===== config.mk =====
export PLATFORM = sky130hd
export DESIGN_NAME = accum_core
export DESIGN_NICKNAME = d
export VERILOG_FILES = /design/src/rtl/accum_pkg.sv /design/src/rtl/accum_ctrl.sv /design/src/rtl/accum_dpath.sv /design/src/rtl/accum_core.sv
export SDC_FILE = /design/constraint.sdc
export NUM_CORES = 1
export LEC_CHECK = 0
export ABC_AREA = 1
export BUFFER_PORTS_ARGS = -buffer_cell sky130_fd_sc_hd__buf_2
export CAP_MARGIN = 30
export CORE_ASPECT_RATIO = 1.5
export CORE_MARGIN = 3
export CORE_UTILIZATION = 41
export DETAILED_ROUTE_END_ITERATION = 10
export GPL_ROUTABILITY_DRIVEN = 0
export GPL_TIMING_DRIVEN = 0
export SETUP_SLACK_MARGIN = 0.05
export SKIP_LAST_GASP = 1
export SYNTH_ARGS = -nofsm -noshare
export SYNTH_HDL_FRONTEND = slang
export SYNTH_SLANG_ARGS = --single-unit

===== constraint.sdc =====
create_clock -name clk -period 2.49 [get_ports clk]
set_input_delay 0.3735 -clock clk [delete_from_list [all_inputs] [get_ports clk]]
set_output_delay 0.3735 -clock clk [all_outputs]
set_load 0.01 [all_outputs]

===== src/rtl/accum_pkg.sv =====
package accum_pkg;
  parameter int DATA_W = 16;
  parameter int OP_W   = 4;
  localparam int ADDR_W = DATA_W - OP_W;

  localparam logic [OP_W-1:0] OP_LOAD  = 4'b0001;
  localparam logic [OP_W-1:0] OP_STORE = 4'b0010;
  localparam logic [OP_W-1:0] OP_ADD   = 4'b0101;

  typedef enum logic [3:0] {
    PH_FETCH, PH_FWAIT, PH_DECODE, PH_EXEC,
    PH_EREAD, PH_EALU, PH_EWRITE, PH_INCR, PH_HALT
  } phase_t;

  typedef struct packed {
    logic marFromPc;
    logic marFromRd;
    logic irLoad;
    logic mbrFromMem;
    logic mbrFromAcc;
    logic accLoad;
    logic accAdd;
    logic pcInc;
    logic memRe;
    logic memWe;
  } strobes_t;
endpackage


===== src/rtl/accum_ctrl.sv =====
module accum_ctrl
  import accum_pkg::*;
(
  input  logic            clk,
  input  logic            rst,
  input  logic [OP_W-1:0] opcode,
  output strobes_t        st,
  output logic            halted
);
  phase_t phase, phaseNext;

  always_ff @(posedge clk) begin
    if (rst) phase <= PH_FETCH;
    else     phase <= phaseNext;
  end

  always_comb begin
    st        = '0;
    phaseNext = phase;
    case (phase)
      PH_FETCH:  begin st.marFromPc = 1'b1; phaseNext = PH_FWAIT; end
      PH_FWAIT:  begin st.memRe = 1'b1; phaseNext = PH_DECODE; end
      PH_DECODE: begin st.irLoad = 1'b1; st.marFromRd = 1'b1; phaseNext = PH_EXEC; end
      PH_EXEC: begin
        case (opcode)
          OP_LOAD, OP_ADD: begin st.memRe = 1'b1; phaseNext = PH_EREAD; end
          OP_STORE:        begin st.mbrFromAcc = 1'b1; phaseNext = PH_EWRITE; end
          default:         phaseNext = PH_HALT;
        endcase
      end
      PH_EREAD:  begin st.mbrFromMem = 1'b1; phaseNext = PH_EALU; end
      PH_EALU: begin
        if (opcode == OP_ADD) st.accAdd = 1'b1;
        else                  st.accLoad = 1'b1;
        phaseNext = PH_INCR;
      end
      PH_EWRITE: begin st.memWe = 1'b1; phaseNext = PH_INCR; end
      PH_INCR:   begin st.pcInc = 1'b1; phaseNext = PH_FETCH; end
      PH_HALT:   phaseNext = PH_HALT;
      default:   phaseNext = PH_HALT;
    endcase
  end

  assign halted = (phase == PH_HALT);

  // the halted state issues no memory traffic
  p_halt_quiet_r6: assert property (@(posedge clk) disable iff (rst)
    halted |-> (!st.memRe && !st.memWe));

  // halting is permanent until reset
  p_halt_sticky_r6: assert property (@(posedge clk) disable iff (rst)
    halted |=> halted);

  // a write strobe lasts a single cycle
  p_we_single_r3: assert property (@(posedge clk) disable iff (rst)
    st.memWe |=> !st.memWe);

  // read and write never coincide
  p_rw_excl_r1: assert property (@(posedge clk) disable iff (rst)
    $onehot0({st.memRe, st.memWe}));
endmodule


===== src/rtl/accum_dpath.sv =====
module accum_dpath
  import accum_pkg::*;
(
  input  logic              clk,
  input  logic              rst,
  input  logic [ADDR_W-1:0] startAddr,
  input  strobes_t          st,
  input  logic [DATA_W-1:0] memRdata,
  output logic [ADDR_W-1:0] memAddr,
  output logic [DATA_W-1:0] memWdata,
  output logic [ADDR_W-1:0] pc,
  output logic [DATA_W-1:0] acc,
  output logic [DATA_W-1:0] ir,
  output logic [OP_W-1:0]   opcode
);
  logic [ADDR_W-1:0] mar;
  logic [DATA_W-1:0] mbr;
  logic [DATA_W-1:0] sum;

  assign sum = acc + mbr;

  always_ff @(posedge clk) begin
    if (rst) begin
      pc  <= startAddr;
      ir  <= '0;
      acc <= '0;
      mar <= '0;
      mbr <= '0;
    end else begin
      if (st.marFromPc)      mar <= pc;
      else if (st.marFromRd) mar <= memRdata[ADDR_W-1:0];

      if (st.irLoad) begin
        ir  <= memRdata;
        mbr <= memRdata;
      end else if (st.mbrFromMem) begin
        mbr <= memRdata;
      end else if (st.mbrFromAcc) begin
        mbr <= acc;
      end

      if (st.accLoad)     acc <= mbr;
      else if (st.accAdd) acc <= sum;

      if (st.pcInc) pc <= pc + 1'b1;
    end
  end

  assign memAddr  = mar;
  assign memWdata = mbr;
  assign opcode   = ir[DATA_W-1:ADDR_W];

  // the program counter only ever moves forward by one
  p_pc_step_r5: assert property (@(posedge clk) disable iff (rst)
    (!$past(rst) && pc != $past(pc)) |-> (pc == $past(pc) + 1'b1));

  // the accumulator only changes on an ALU strobe
  p_acc_guard_r2: assert property (@(posedge clk) disable iff (rst)
    (!$past(rst) && acc != $past(acc)) |-> $past(st.accLoad || st.accAdd));

  // a write carries the accumulator to the instruction's address
  p_store_data_r3: assert property (@(posedge clk) disable iff (rst)
    st.memWe |-> (memWdata == acc && memAddr == ir[ADDR_W-1:0]));
endmodule


===== src/rtl/accum_core.sv =====
module accum_core
  import accum_pkg::*;
(
  input  logic              clk,
  input  logic              rst,
  input  logic [ADDR_W-1:0] startAddr,
  input  logic [DATA_W-1:0] memRdata,
  output logic [ADDR_W-1:0] memAddr,
  output logic [DATA_W-1:0] memWdata,
  output logic              memRe,
  output logic              memWe,
  output logic              halted,
  output logic [ADDR_W-1:0] pcOut,
  output logic [DATA_W-1:0] accOut,
  output logic [DATA_W-1:0] irOut
);
  strobes_t        st;
  logic [OP_W-1:0] opcode;

  accum_ctrl u_ctrl (
    .clk    (clk),
    .rst    (rst),
    .opcode (opcode),
    .st     (st),
    .halted (halted)
  );

  accum_dpath u_dpath (
    .clk       (clk),
    .rst       (rst),
    .startAddr (startAddr),
    .st        (st),
    .memRdata  (memRdata),
    .memAddr   (memAddr),
    .memWdata  (memWdata),
    .pc        (pcOut),
    .acc       (accOut),
    .ir        (irOut),
    .opcode    (opcode)
  );

  assign memRe = st.memRe;
  assign memWe = st.memWe;
endmodule


# After elaboration in Yosys (flattened, before gate mapping)
# Index checks and enable logic that the tools add are counted.
# op_classes
n_addsub	2
eq_ne	11
muxes	23
reduce_logical	7
# op_table
operator	n
16-bit two-way mux	5
12-bit two-way mux	4
4-bit case mux with 7 select lines	1
4-bit by 3-bit equality test with 1-bit output, second input constant	5
16-bit adder	1
12-bit by 1-bit adder with 12-bit output, second input constant	1
4-bit by 2-bit equality test with 1-bit output, second input constant	3
1-bit two-way mux	9
4-bit by 1-bit equality test with 1-bit output, second input constant	2
4-bit case mux with 2 select lines	1
2-bit nonzero test	3
4-bit equality test, second input constant	1
4-bit zero test	1
2-bit two-way mux	2
2-bit OR reduction	2
3-bit nonzero test	1
1-bit case mux with 2 select lines	1
# word_totals
reg_bits	76
input_bits	30
out_inout_bits	75

# Depth between registers and ports, before layout
# Gate-level depths: netlist of the first run.
# logic_depth
depth_word	6
depth_mapped	12
ltp_nobuf	12

# Hierarchy
# From an unflattened synthesis of the first run, not the netlist that was laid out.
# unflattened
hier_cells	590
hier_area_um2	4232.8
# by_module_without_submodules
module	n_inst	cells_each	area_per_inst_um2	seq_area_each_um2
accum_dpath	1	538	3932.5	1561.5
accum_ctrl	1	52	300.3	80.1

# Worst setup path before layout of the first run
# Ideal clock, no wire load.
# synth_timing
kind	register to register
start	reg u_ctrl.phase[0]
end	reg u_dpath.pc[0] (enable)
arrival_ns	1.768
required_ns	2.092
path_slack_ns	0.324
stages_incl_launch_ff	4
n_path_buf	1
period_less_slack_ns	2.166
cell_sequence	dfxtp_1 > clkbuf_1 > nand2_1 > o21ai_0
# synth_via
elab_chain_len	3
# synth_lines
element	line_no	rtl
start: declaration	accum_ctrl.sv:10	phase_t phase, phaseNext;
start signal: assignment	accum_ctrl.sv:14	else phase <= phaseNext;
4-bit by 3-bit equality test with 1-bit output	accum_ctrl.sv:20	case (phase)
1-bit two-way mux	accum_ctrl.sv:20	
2-bit nonzero test (no line)	-	
end signal: assignment	accum_dpath.sv:24	pc <= startAddr;
end signal: assignment	accum_dpath.sv:45	if (st.pcInc) pc <= pc + 1'b1;
end: declaration	accum_dpath.sv:11	output logic [ADDR_W-1:0] pc,
# No other way between the ends.
# A chain may end at the register's enable or synchronous reset.

# Worst setup path after layout of the first run
# layout_timing
start	in rst
end	reg u_dpath.pc[3] (enable)
# layout_via
elab_chain_len	1
# layout_lines
element	line_no	rtl
start: declaration	accum_core.sv:5	input logic rst,
2-bit nonzero test (no line)	-	
# No other way between the ends.

==> impl_results.md, run 1 <==
- Outcome: finished, final reports clean
- Total gr overflow: 0
- Period utilization: 87.16%
- Fin util: 52.48%
- Skew final: 0.005455 ns
- # IOs: 105
- Dominant synthesized flop cell: dfxtp_1
- Syn_area_per_cell: 6.805 µm²
- CTS tree: built
- Total CTS buffers: 9
- First-pass GRT wire length: 22.16 mm
- Antenna diodes: 0
- Cells after Synth: 647
- CP Launch Type: primary input
- Pwr Density: 836.2 mW/mm²
- Cell Rows: 45
- Detailed Route WL: 13.61 mm
- Root buf cell: clkbuf_16
- Post CTS Setup Buffer Count: 0
- Area Overhead vs Synth: 22.82%
- Synth area leaders: dfxtp_1, nand2_1, inv_1, edfxtp_1, o21ai_0
- Final Cell Area: 0.005408 mm²
- Final count of hold timing violations: 0
- Pint: 2.858 mW
- Post-Synthesis Net Count: 694
- Clock Tree Buf Depth: 2
- Synth async-reset ratio: 0%
- Number of global-route vias before repair: 4,576
- Post-route setup TNS: 0 ns
- Achievable frequency: 460.8 MHz
- Worst hold-check path type: in -> reg
- DIE AREA: 0.01204 mm²
- Initial antenna violation count: 0
- Sw Pwr: 1.664 mW
- Total global routing track utilization: 22.96%
- DRC errors left: 0
- R2R depth: 4
- Min-Delay Path Depth: 3
- Max Cap Violations: 0
- Worst VDD drop: 0.0005300 V
- CTS resizes: 0
- Post-synth EDFFs: 12
- Mapped Area: 0.004403 mm²
- Largest net degree at the start of global routing: 14
- Seq/Total Area, Yosys: 37.28%
- Starting DRT DRC Count: 218
- Clk Latency, worst-skew pair: 0.34 ns
- CP max FO: 10
- Hold buffers post-CTS: 0
- Fin crit period: 2.170 ns
- Min-delay src: startAddr[1]
- CP endpoint kind: flop
- Slew Limit Headroom: 56.51%
- DR vias/cell: 4.949
- Setup violators final: 0
- Slew @ Worst Pin: 0.6524 ns
- Worst EP arrival: 2.22 ns
- # H-tree levels: 3
- Antenna Violating Nets Remaining: 0
- Final Total Pwr: 4.522 mW
- Top-area cell type share of the netlist area: 29.10%
- Unrepaired setup endpoints after global routing: false
- CTS sink count: 76
- Worst Path Required: 2.54 ns
- Yosys reg bits: 76
- IO buf count: 103
- Clock slew at reported path FFs: 0.06 ns
- Synth warn: 0
- Fillers: 1,063
- Core area: 0.01030 mm²
- Static leakage: 2.808 nW
- Die height: 132.9 µm
- Nets: 809
- Die Width: 90.61 µm
- DR pass1 iterations: 4
- Placed Area: 0.005102 mm²
- Clock share of power: 29.6%
- Reg power frac: 37.8%
- Share of layout cells above drive strength 1: 20.34%
- Kind of critical path: in -> reg
- CP startpoint: rst
- Worst R2R Start: u_ctrl.phase[0]
- Gate power share: 32.6%
- Initial Util: 42.73%
- Number of vias in the routed layout: 4,494
- Switching share of power: 36.79%
- Post-DP HPWL: 11.02 mm
- Post-synth top area cell: dfxtp_1
- Drt wl/cell: 14.99 µm
- Final slew viol count: 0
- Distinct cell type count after synthesis: 39
## critical path: stages
cell and delay, ns:
clkbuf_1 0.31, clkinv_1 0.41, clkbuf_1 0.41, o21ai_1 0.43
buf_4 0.27
## power by group through the flow
stage	sequential (mW)	clock [mW]	combinational, mW
floorplan	1.78	0	0.878
global placement	1.73	0	1.47
detailed placement	1.73	0	1.49
CTS	1.71	1.35	1.49
global route	1.74	1.41	1.66
finish	1.71	1.34	1.47
## cell usage after synthesis (5+ instances only)
master	count
o21ai_0	54
or2_2	5
nand3_1	31
nor3_1	14
dfxtp_1	64
ha_1	16
nand2_1	163
a31oi_1	5
edfxtp_1	12
a21oi_1	51
inv_2	7
buf_2	5
clkbuf_1	10
xor2_1	5
inv_1	99
nor2_1	65
## kinds of logic (layout without fill, tap and decap cells)
kind of cell               after synthesis  count (layout)  share of synthesized area [%]
DFF                                     76              76                          37.28
buffers and inverters                  126             246                          11.31
xor gates and xnor gates                 7               7                          1.392
and+or+nand+nor                        297             297                          29.44
AOI/OAI and AO/OA                      124             124                          15.57
adders and majority gates               17              17                          5.001
## per-stage QoR
step,hold WS (ns),setup WS [ns],std cells
final,0.2967,0.3196,908
after global routing,0.3016,0.1049,908
after CTS,0.2898,0.2890,908
after detailed placement,0.4597,-0.07152,892
after global placement,0.4562,-0.3416,891
after floorplan,0.4880,0.3244,647
## layout by cell type (no fill, tap or decap), types with 7 or more instances in the layout
master,n
a21oi_1,51
buf_2,108
clkbuf_1,12
clkbuf_16,10
dfxtp_1,64
edfxtp_1,12
ha_1,16
inv_1,99
inv_2,7
nand2_1,163
nand3_1,31
nor2_1,65
nor3_1,14
o21ai_0,53
## final timing paths
kind | end | slack (ns)
worst max-delay path | u_dpath.pc[3] | 0.32
worst min register to register | u_dpath.ir[10] | 0.47
worst min-delay path | u_dpath.pc[1] | 0.30
worst max register to register | u_dpath.pc[3] | 0.40
## cell type report
type / count / area [µm²] / share of cell area, %
Sequential cell: 76 / 1642 / 30.36
Tap cell: 141 / 176.4 / 3.262
Clock buffer: 12 / 257.7 / 4.766
Clock inverter: 4 / 47.55 / 0.8792
Inverter: 107 / 401.6 / 7.427
Multi-Input combinational cell: 445 / 2263 / 41.86
Buffer: 19 / 96.34 / 1.782
Timing Repair Buffer: 104 / 523.0 / 9.671
## metal layers
metal | wire (µm) | GRT usage, % | up-vias
met5 | 0 | 0 | -
met2 | 7436 | 43.95 | 123
li1 | - | - | 2303
met4 | 446 | 11.84 | 0
met3 | 604 | 3.527 | 38
met1 | 5122 | 23.61 | 2030
## registers in the layout, summed over array words and instances (netlist names)
| signal | flops |
|---|---|
| u_ctrl.phase | 4 |
| u_dpath.acc | 16 |
| u_dpath.ir | 16 |
| u_dpath.memAddr | 12 |
| u_dpath.memWdata | 16 |
| u_dpath.pc | 12 |
(Power assumes the default switching activity.)
==> inputs of run 2 (changes only) <==
--- a/config.mk
+++ b/config.mk
@@ -14,8 +14,10 @@
 export DETAILED_ROUTE_END_ITERATION = 10
 export GPL_ROUTABILITY_DRIVEN = 0
 export GPL_TIMING_DRIVEN = 0
+export RECOVER_POWER = 100
 export SETUP_SLACK_MARGIN = 0.05
 export SKIP_LAST_GASP = 1
 export SYNTH_ARGS = -nofsm -noshare
 export SYNTH_HDL_FRONTEND = slang
+export SYNTH_HIERARCHICAL = 1
 export SYNTH_SLANG_ARGS = --single-unit
==> impl_results.md, run 2 <==
- IO buf count: 104 (+0.97%)
- Period utilization: 90.37% (+3.2 points)
- Number of global-route vias before repair: 4,110 (-10%)
- R2r setup slk: 0.24 ns (-0.16 ns)
- CP Launch Type: flop
- Outcome: finished, final reports clean
- R2R depth: 9 (+5)
- Top-area cell type share of the netlist area: 30.27% (+1.2 points)
- Unrepaired setup endpoints after global routing: false
- Post CTS Setup Buffer Count: 0 (unchanged)
- Skew final: 0.005660 ns (+0.0002046 ns)
- Die height: 130.4 µm (-1.9%)
- Simple logic cell fraction of the synthesized area: 26.04% (-3.4 points)
- Worst VDD drop: 0.0003170 V (-40%)
- Leading cell types in the layout, fill and taps excluded: nand2_1, clkbuf_1, inv_1
- Pwr Density: 690.9 mW/mm² (-17%)
- CTS resizes: 0 (unchanged)
- Number of vias in the routed layout: 4,321 (-3.8%)
- Mapped Area: 0.004233 mm² (-3.9%)
- Yosys reg bits: 76 (unchanged)
- Area Overhead vs Synth: 18.83%
- Post-Synthesis Net Count: 637 (-8.2%)
- Initial antenna violation count: 0 (unchanged)
- Seq/Total Area, Yosys: 38.78% (+1.5 points)
- # IOs: 105 (unchanged)
- Dominant synthesized flop cell: dfxtp_1
- Static leakage: 2.241 nW (-20%)
- Nets: 752 (-7.0%)
- Total gr overflow: 0 (unchanged)
- CP endpoint kind: flop
- Cell Rows: 44 (-2.2%)
- Max Cap Violations: 0 (unchanged)
- Fin crit period: 2.250 ns (+0.07990 ns)
- Die Width: 88.96 µm (-1.8%)
- Kind of critical path: reg -> reg
- Post-synth top area cell: dfxtp_1
- Proportion of synthesized area in mux cells: 0% (unchanged)
- Area occupied by multi-input gates: 0.002153 mm² (-4.9%)
- Synth area leaders: dfxtp_1, nand2_1, edfxtp_1, inv_1, a31oi_1
- Starting DRT DRC Count: 161 (-26%)
- Non-filler cells, final: 824 (-9.3%)
- DRC errors left: 0 (unchanged)
- Main combinational cell family by area after synthesis: simple AND/OR/NAND/NOR gates
- Worst reg2reg endpoint: u_dpath/acc[6]
- CTS tree: built
- Achievable frequency: 444.4 MHz (-3.6%)
- Final Total Pwr: 3.475 mW (-23%)
- Total global routing track utilization: 21.88% (-1.1 points)
- Detailed Route WL: 12.65 mm (-7.0%)
- Fin util: 51.04% (-1.4 points)
- Setup violators final: 0 (unchanged)
- Min-delay src: startAddr[10]
- Synth warn: 6 (+6)
- Syn_area_per_cell: 7.174 µm² (+5.4%)
- Clk Latency, worst-skew pair: 0.33 ns (about the same)
- CP max FO: 10 (unchanged)
- Reg area: 0.001642 mm² (unchanged)
- Antenna diodes: 0 (unchanged)
- Worst Path Required: 2.75 ns (+0.21 ns)
- DIE AREA: 0.01160 mm² (-3.7%)
- Inst Count DP: 809 (-9.3%)
- # H-tree levels: 3 (unchanged)
- WHS Endpoint: u_dpath/pc[10]
- Top cells by count, synth: nand2_1, inv_1, dfxtp_1
- Met2 Use GR: 42.43% (-1.5 points)
- Most Crowded Layer GR: met2
- Largest net degree at the start of global routing: 13 (-1)
- Grt met1 use: 22.77% (-0.84 points)
- Slew Limit Headroom: 42.08% (-14 points)
- Fillers: 1,086 (+2.2%)
- Cells after Synth: 590 (-8.8%)
- Core area: 0.009854 mm² (-4.4%)
- Clock slew at reported path FFs: 0.06 ns (about the same)
- Post-synth EDFFs: 12 (unchanged)
- First-pass GRT wire length: 19.53 mm (-12%)
- Count leader, synth: nand2_1
- XOR/XNOR Fraction of Synth Area: 1.655% (+0.26 points)
- Final count of hold timing violations: 0 (unchanged)
- Share of layout cells above drive strength 1: 8.463% (-12 points)
- DR pass1 iterations: 4 (unchanged)
- Adder-cell share of the synthesized area: 5.202% (+0.20 points)
- Post-DP HPWL: 10.27 mm (-6.8%)
- Initial Util: 42.95% (+0.22 points)
- Worst hold-check path type: in -> reg
- Distinct cell type count after synthesis: 36 (-7.7%)
- CTS sink count: 76 (unchanged)
- Final hold slack: 0.3043 ns (+0.007565 ns)
- Clock Tree Buf Depth: 2 (unchanged)
- Most common cell after layout, fill and taps aside: nand2_1
- Total CTS buffers: 9 (unchanged)
- Post-route setup TNS: 0 ns (unchanged)
- Synth async-reset ratio: 0% (unchanged)
- Drt wl/cell: 15.36 µm (+2.5%)
- Met3 GRT Util: 3.952% (+0.43 points)
- Worst R2R Start: u_dpath/ir[14]
- Final slew viol count: 0 (unchanged)
- Hold buffers post-CTS: 0 (unchanged)
- DR vias/cell: 5.244 (+6.0%)
- Min-Delay Path Depth: 3 (unchanged)
- Worst EP arrival: 2.51 ns (+0.29 ns)
- Slew @ Worst Pin: 0.8688 ns (+0.2164 ns)
- Compound-Gate Fraction of Synth Area: 18.80% (+3.2 points)
- Antenna Violating Nets Remaining: 0 (unchanged)
- Root buf cell: clkbuf_16
[run 2: cell count changes after synthesis, moves of 8 or more]
cell      delta
a21oi_1     -18
a22oi_1     +12
a31oi_1     +27
inv_1       -30
nand3_1      -8
nor2_1      -32
o21ai_0     -16
o221ai_1    +11
[run 2: worst max-delay path by stage]
| stage | from | to | slack, ns | cells past startpoint |
|---|---|---|---|---|
| 2_1_floorplan | u_dpath/ir[13] | u_dpath/acc[12] | 0.72 | 10 |
| 3_3_place_gp | u_dpath/ir[14] | u_dpath/acc[12] | 0.28 | 9 |
| 3_5_place_dp | u_dpath/ir[14] | u_dpath/acc[11] | 0.23 | 9 |
| 4_1_cts | u_dpath/ir[14] | u_dpath/acc[11] | 0.21 | 9 |
| 5_1_grt | u_dpath/ir[13] | u_dpath/acc[11] | 0.05 | 10 |
| 6_report | u_dpath/ir[14] | u_dpath/acc[6] | 0.24 | 9 |
[run 2: final cells by class]
class                   count  area share, %
repair buffers            104          8.458
clock buffers              13          5.174
multi-input cells         414          42.81
inverters                  70          5.224
plain buffers              30          2.637
well taps                 115          2.861
clock inverters             2         0.1990
flip-flops and latches     76          32.64
[run 2: cell families after synthesis]
kind of cell,after synthesis
flip-flops,76
AO/OA/AOI/OAI,134
XOR/XNOR,8
buffers and inverters,100
adder cells (fa/ha/maj),17
AND/OR/NAND/NOR,255
[run 2: worst max-delay path: stages, from the launching register on]
cell,delay [ns]
dfxtp_1,0.41
buf_4,0.15
inv_1,0.05
nor3_1,0.23
nor3b_1,0.38
inv_1,0.10
nor2_2,0.30
buf_2,0.31
nand3_1,0.13
a21oi_1,0.13
[run 2: through the flow]
step | setup slack (ns) | instance area (µm²)
floorplan | 0.7191 | 4233
global placement | 0.2759 | 4897
detailed placement | 0.2347 | 4897
CTS | 0.2136 | 5167
global route | 0.04902 | 5030
finish | 0.2397 | 5030
[run 2: metal layers]
| layer | vias to the layer above | share of wire, % |
|---|---|---|
| met5 | - | 0 |
| met4 | 0 | 2.1 |
| met3 | 19 | 5.0 |
| met2 | 118 | 55 |
| met1 | 1987 | 38 |
| li1 | 2197 | - |
[run 2: report_power, final]
| part | leakage [nW] | internal, mW | total [mW] | switching (mW) |
|---|---|---|---|---|
| Combinational | 1.46 | 0.267 | 0.749 | 0.482 |
| Clock | 0.135 | 0.720 | 1.18 | 0.462 |
| Sequential | 0.642 | 1.40 | 1.54 | 0.141 |
